$ cat config.mk
export PLATFORM = sky130hd
export DESIGN_NAME = rx_desc_dma
export DESIGN_NICKNAME = d
export VERILOG_FILES = /design/src/rtl/rx_desc_dma.sv
export SDC_FILE = /design/constraint.sdc
export NUM_CORES = 1
export LEC_CHECK = 0
export ABC_AREA = 0
export BUFFER_PORTS_ARGS = -buffer_cell sky130_fd_sc_hd__buf_2
export CAP_MARGIN = 20
export CORE_MARGIN = 5
export CORE_UTILIZATION = 40
export DETAILED_ROUTE_END_ITERATION = 8
export PLACE_DENSITY = 0.61
export SYNTH_ARGS = -nofsm -noshare
export SYNTH_HDL_FRONTEND = slang
export SYNTH_SLANG_ARGS = --single-unit
$ cat constraint.sdc
create_clock -name clk -period 6.3 [get_ports clk]
set_input_delay 0.315 -clock clk [delete_from_list [all_inputs] [get_ports clk]]
set_output_delay 0.315 -clock clk [all_outputs]
set_load 0.1 [all_outputs]
$ cat src/rtl/rx_desc_dma.sv
module rx_desc_dma #(
  parameter int AW = 16,
  parameter int SW = 11,
  parameter int CW = 8
) (
  input  logic          clk,
  input  logic          rst_n,
  input  logic          rx_enable,
  input  logic [AW-1:0] ring_base,
  output logic          mem_req,
  output logic          mem_we,
  output logic [AW-1:0] mem_addr,
  output logic [31:0]   mem_wdata,
  input  logic          mem_ack,
  input  logic [31:0]   mem_rdata,
  input  logic          in_valid,
  input  logic [31:0]   in_data,
  input  logic          in_first,
  input  logic          in_last,
  output logic          in_ready,
  output logic          flag_ri,
  output logic          flag_ru,
  input  logic [1:0]    flag_clr,
  output logic [CW-1:0] missed_count
);

  localparam int LW = 14;
  localparam int FW = LW - 2;

  typedef enum logic [3:0] {
    S_IDLE, S_F0, S_F1, S_F2, S_F3, S_RDY, S_WR, S_CLS, S_SUSP, S_DROP
  } st_t;

  st_t           state;
  logic [AW-1:0] cur, nxt, bufa;
  logic [SW-1:0] size, off;
  logic [FW-1:0] flen;
  logic [31:0]   dbuf;
  logic          lastw, seg_first, in_frame, pend;
  logic          ri, ru;
  logic [CW-1:0] missed;

  logic          ack;
  logic [SW-1:0] next_off;
  logic [31:0]   close_word;
  logic          unused_rdata;

  assign mem_req  = state inside {S_F0, S_F1, S_F2, S_F3, S_WR, S_CLS};
  assign mem_we   = state inside {S_WR, S_CLS};
  assign ack      = mem_req && mem_ack;
  assign in_ready = state inside {S_RDY, S_DROP};
  assign next_off = off + SW'(4);
  assign close_word = {2'b00, lastw ? {flen, 2'b00} : LW'(0), 6'b0, seg_first, lastw, 8'h00};
  assign mem_wdata  = (state == S_CLS) ? close_word : dbuf;
  assign flag_ri = ri;
  assign flag_ru = ru;
  assign missed_count = missed;
  assign unused_rdata = ^mem_rdata;

  always_comb begin
    case (state)
      S_F0:    mem_addr = cur;
      S_F1:    mem_addr = cur + AW'(4);
      S_F2:    mem_addr = cur + AW'(8);
      S_F3:    mem_addr = cur + AW'(12);
      S_WR:    mem_addr = bufa + {{(AW-SW){1'b0}}, off};
      S_CLS:   mem_addr = cur;
      default: mem_addr = '0;
    endcase
  end

  always_ff @(posedge clk or negedge rst_n) begin
    if (!rst_n) begin
      state <= S_IDLE;
      cur <= '0; nxt <= '0; bufa <= '0;
      size <= '0; off <= '0; flen <= '0; dbuf <= '0;
      lastw <= 1'b0; seg_first <= 1'b0; in_frame <= 1'b0; pend <= 1'b0;
      ri <= 1'b0; ru <= 1'b0; missed <= '0;
    end else begin
      ri <= ri & ~flag_clr[0];
      ru <= ru & ~flag_clr[1];
      case (state)
        S_IDLE: if (rx_enable) begin
          cur <= ring_base;
          pend <= 1'b0;
          in_frame <= 1'b0;
          state <= S_F0;
        end
        S_F0: if (ack) begin
          pend <= 1'b0;
          if (mem_rdata[31]) state <= S_F1;
          else begin
            ru <= 1'b1;
            in_frame <= 1'b0;
            state <= (pend || in_frame) ? S_DROP : S_SUSP;
          end
        end
        S_F1: if (ack) begin
          size <= mem_rdata[SW-1:0];
          state <= S_F2;
        end
        S_F2: if (ack) begin
          bufa <= mem_rdata[AW-1:0];
          state <= S_F3;
        end
        S_F3: if (ack) begin
          nxt <= mem_rdata[AW-1:0];
          off <= '0;
          seg_first <= 1'b0;
          state <= S_RDY;
        end
        S_RDY: if (in_valid) begin
          dbuf <= in_data;
          lastw <= in_last;
          if (in_first) begin
            in_frame <= 1'b1;
            seg_first <= 1'b1;
            flen <= FW'(1);
          end else flen <= flen + 1'b1;
          state <= S_WR;
        end else if (!rx_enable && !in_frame) state <= S_IDLE;
        S_WR: if (ack) begin
          off <= next_off;
          state <= (lastw || next_off >= size) ? S_CLS : S_RDY;
        end
        S_CLS: if (ack) begin
          if (lastw) begin
            ri <= 1'b1;
            in_frame <= 1'b0;
          end
          cur <= nxt;
          state <= S_F0;
        end
        S_SUSP: if (!rx_enable) state <= S_IDLE;
          else if (in_valid) begin
            pend <= 1'b1;
            state <= S_F0;
          end
        S_DROP: if (in_valid && in_last) begin
          missed <= missed + 1'b1;
          state <= S_SUSP;
        end
        default: state <= S_IDLE;
      endcase
    end
  end

endmodule

# Word level (Yosys, flattened, before mapping)
# Index checks and enable logic that the tools add are counted.
# W data, S select, Z words.
[word_totals]
register_bits = 132
latch_bits = 0
ram_bits = 0
rom_bits = 0
in_bits = 89
out_inout_bits = 61
word_cells = 125
memories = 0
[classes]
n_addsub = 7
multipliers = 0
div = 0
n_lt_le_gt_ge = 1
eq_ne = 25
shift = 0
mux = 45
bitwise_logic = 4
n_reduce_logical = 28
[ops]
columns = ["op", "n"]
rows = [
  ["$pmux W16 S5", 1],
  ["$mux W4", 13],
  ["$pmux W4 S10", 1],
  ["$add A16 B4 Y16 const B", 2],
  ["$mux W16", 2],
  ["$mux W32", 1],
  ["$pmux W16 S2", 1],
  ["$ne A2 B2 Y1 const B", 13],
  ["$mux W11", 2],
  ["$pmux W11 S2", 1],
  ["$mux W1", 17],
  ["$add A16 B11 Y16", 1],
  ["$add A16 B3 Y16 const B", 1],
  ["$eq A4 B3 Y1 const B", 4],
  ["$mux W14", 1],
  ["$add A12 B1 Y12 const B", 1],
  ["$mux W12", 1],
  ["$add A11 B3 Y11 const B", 1],
  ["$ge A11 B11 Y1", 1],
  ["$reduce_and A10 Y1", 1],
  ["$reduce_and A2 Y1", 5],
  ["$reduce_bool A2 Y1", 5],
  ["$add A8 B1 Y8 const B", 1],
  ["$eq A4 B2 Y1 const B", 2],
  ["23 further kinds", 31],
]

# Depth between registers and ports, before layout
[depth]
depth_word = 6
depth_mapped = 10
mapped_depth_nobuf = 10

# Worst setup path after synthesis
# Ideal clock, no wire load.
[synth_path]
path_type = "flip-flop to output port"
startpoint = "reg state[2]"
endpoint = "out mem_addr[8]"
arrival_time_ps = 5201
required_ps = 5985
path_slack_ps = 784
stages_incl_launch_ff = 8
n_path_buf = 1
cell_sequence = "dfrtp_1 > buf_4 > nor4b_1 > fa_1 > nand2b_1 > o21ai_0 > nand4b_1 > o311ai_0"
[synth_between]
elab_chain_len = 3
elab_cells_between_ends = 8
cone_classes = "eq/ne (6); mux (1); reduce/logical (1)"
[synth_lines]
columns = ["element", "line_no", "rtl"]
rows = [
  ["start, declared", "34", "st_t state;"],
  ["start signal, assigned", "95", "state <= (pend || in_frame) ? S_DROP : S_SUSP;"],
  ["start signal, assigned", "124", "state <= (lastw || next_off >= size) ? S_CLS : S_RDY;"],
  ["$eq A4 B1 Y1 or $eq A4 B3 Y1 (tied branches)", "61", "case (state)"],
  ["$reduce_or A2 Y1 (no source line)", "-", ""],
  ["$pmux W16 S5 *", "61", ""],
  ["end, declared", "12", "output logic [AW-1:0] mem_addr,"],
]
# Every way passes the cells marked *; elsewhere a longest branch is shown, timed or not.

# Final worst setup path
# Same ends and word-level chain as after synthesis.

==> out/qor.yml <==
die_w_um: 145
critPathCaptureType: "output pin"
insertion_delay_ns: 0.42
overflow: 0
mappedNetlistNets: 896
antenna_found_initial: 1
maxCapViolCount: 0
tightestPinTransition_ns: 0.907
synth_area_leader_cell: "dfrtp_1"
async_flop_share_pct: 100
path_cells: "nor4b_1 -> fa_1 -> nand2b_1 -> o21ai_0 -> nand4b_1 -> o311ai_0 -> buf_2"
synth_cell_type_count: 70
nets: 1014
fp.dieArea_sq_mm: 0.0210
num_vias: 6063
status: "finished clean"
fin_cells: 1143
drt_iter0_markers: 263
finalWirelength_um: 19100
placed_cells: 1110
cpMaxStageDelayCell: "dfrtp_1"
layout-drive-gt1-share_pct: 25.3
ios: 150
grt_pass1_wl_um: 30700
htreeDepth: 4
critPathKind: "flop to output pin"
start_util_pct: 40.6
finalSetupTns_ns: 0
rsz0062_at_grt: "false"
hpwl_um: 13300
cts_tree: "yes"
hold_path.class: "primary input to flop"
clockBufferDepth: 2
startpoint_type: "flop"
synth_area_per_cell_sq_um: 9.28
final_core_util_pct: 48.8
p_leak_uw: 0.00440
gr-usage-all-layers_pct: 18.6
r2r_end: "flen[7]"
ctsRootBufferMaster: "clkbuf_16"
grt_max_degree: 70
synth.most_common_cell: "nand2_1"
path_max_fanout: 24
ys_seq_area_share_pct: 44.8
relSlewSlack_pct: 39.5
synth.area.top_cells: "dfrtp_1, nand2_1, mux2_2"
rows: 49
hold_depth: 2
finalCriticalPeriod_ns: 4.05
r2r_cells: 5
synth-seq-cells: 130
reg2reg_setup_slack_ns: 3.14
yosys_warnings: 0
fin_skew_ns: 0.00738
setup_viol: 0
gp_congestion: 0.843
synthFlopType: "dfrtp_1"
cpPeakStageDelay_ns: 0.90
whs_endpoint: "flag_ri"
dr.pass1.iters: 5
core_area_sq_mm: 0.0179
hp-start: "flag_clr[0]"
wl_per_cell_um: 16.7
vias_per_cell: 5.30
synth.top_cell.area_share_pct: 44.8
crit_required_ns: 5.98
hold_violations: 0
grt_pass1_vias: 5882
fmax_mhz: 247
numPortBuffers: 134
drc_errors: 0
diodes: 0
period_share_pct: 64.3
clk_pin_slew_ns: 0.06
fill_cells: 1709
ant_nets: 0
p_per_area_mw_per_mm2: 613
fp.dieH_um: 145
yosys-top-cells-count: "nand2_1, dfrtp_1, mux2_2"
clock-sinks: 130
crit_arrival_ns: 3.74
syn_to_final_growth_pct: 20.2
syn_area_sq_mm: 0.00727
synthCells: 783
post-cts-setup-buffers: 0
cts_buffers: 17
synth_edf_count: 0
vdd_drop_max_mv: 0.505
slew_viol_final: 0
r2r-start: "state[2]"
-- report_power, final --
| group | internal [uW] | leakage, uW | total [uW] | switching (uW) |
|---|---|---|---|---|
| clock | 668 | 0.000298 | 1070 | 399 |
| sequential | 1130 | 0.00167 | 1450 | 320 |
| combinational | 683 | 0.00243 | 2830 | 2150 |
-- layout by cell type, fill, tap and decap left out, types with 5 or more instances in the layout --
cell | Yosys | final
or3_1 | 7 | 7
xnor2_1 | 16 | 16
clkbuf_16 | 0 | 17
nand4_1 | 9 | 9
nor3_1 | 12 | 12
ha_1 | 23 | 23
a32o_1 | 7 | 7
a22o_1 | 5 | 5
dfrtp_1 | 130 | 130
mux2i_1 | 17 | 17
a21oi_1 | 45 | 45
o22ai_1 | 6 | 6
mux2_2 | 48 | 48
buf_4 | 2 | 5
nand3_1 | 27 | 27
inv_1 | 23 | 23
and3_1 | 12 | 12
nand2_1 | 159 | 158
and2_1 | 21 | 21
xor2_1 | 13 | 13
o21ai_0 | 44 | 44
buf_2 | 10 | 133
nor2_1 | 43 | 42
-- worst max-delay path, delay by kind of cell (launching register included) --
family / cells / cell delay (ns)
DFF: 1 / 0.90
and+or+nand+nor: 3 / 0.86
AOI/OAI and AO/OA: 2 / 0.66
buffers and inverters: 1 / 0.52
adders and majority gates: 1 / 0.37
-- layer usage --
metal,share of wire [%],GRT usage (%)
met5,0.037,0
met4,1.6,6.28
met2,45,27.4
met3,4.9,4.27
met1,49,27.1
-- per-stage QoR --
| stage | cell area [sq um] | power [uW] | hold slack, ns | worst slack, ns |
|---|---|---|---|---|
| after floorplan | 7270 | 3780 | 0.0194 | 0.784 |
| after global placement | 8090 | 4270 | 0.339 | 2.70 |
| final | 8730 | 5350 | 0.0687 | 2.25 |
| after global routing | 8730 | 5660 | 0.0692 | 2.06 |
| after detailed placement | 8090 | 4300 | 0.340 | 2.67 |
| after CTS | 8730 | 5390 | 0.0515 | 2.21 |
-- layout make-up --
type | count | area, sq um | area share (%)
inverters | 23 | 86.3 | 0.989
clock inverters | 14 | 204 | 2.34
well taps | 229 | 287 | 3.28
clock buffers | 18 | 429 | 4.91
multi-input cells | 589 | 3750 | 42.9
flip-flops and latches | 130 | 3250 | 37.3
repair buffers | 140 | 724 | 8.30
-- registers in the layout, summed over array words and instances, names as in the netlist --
name          flops
dbuf             32
bufa             16
cur              16
nxt              16
flen             12
size             11
off               9
missed_count      8
state             4
flag_ri           1
flag_ru           1
in_frame          1
lastw             1
pend              1
seg_first         1
-- cells by family after synthesis --
| family | Yosys count | synth area share (%) |
|---|---|---|
| flip-flops | 130 | 44.8 |
| AO/OA/AOI/OAI | 149 | 13.1 |
| AND/OR/NAND/NOR | 322 | 20.9 |
| adder cells (fa/ha/maj) | 24 | 4.24 |
| buffers and inverters | 64 | 3.70 |
| XOR/XNOR | 29 | 3.50 |
| multiplexers | 65 | 9.78 |
-- worst max-delay path by stage --
stage	start	end	slack, ns	cells after the start
after global routing	state[2]	mem_addr[8]	2.06	7
after detailed placement	state[2]	mem_addr[8]	2.67	7
after floorplan	state[2]	mem_addr[8]	0.78	7
after CTS	state[2]	mem_addr[8]	2.21	7
after global placement	state[2]	mem_addr[8]	2.70	7
final	state[2]	mem_addr[8]	2.25	7
-- timing repair --
item | in CTS | in global routing
endpoints found under the hold margin | 61 | 0
gates resized for setup | 0 | 0
hold buffers | 1 | 0
setup endpoints to repair | 0 | 0
No activity file was read; power rests on OpenSTA's default activity.
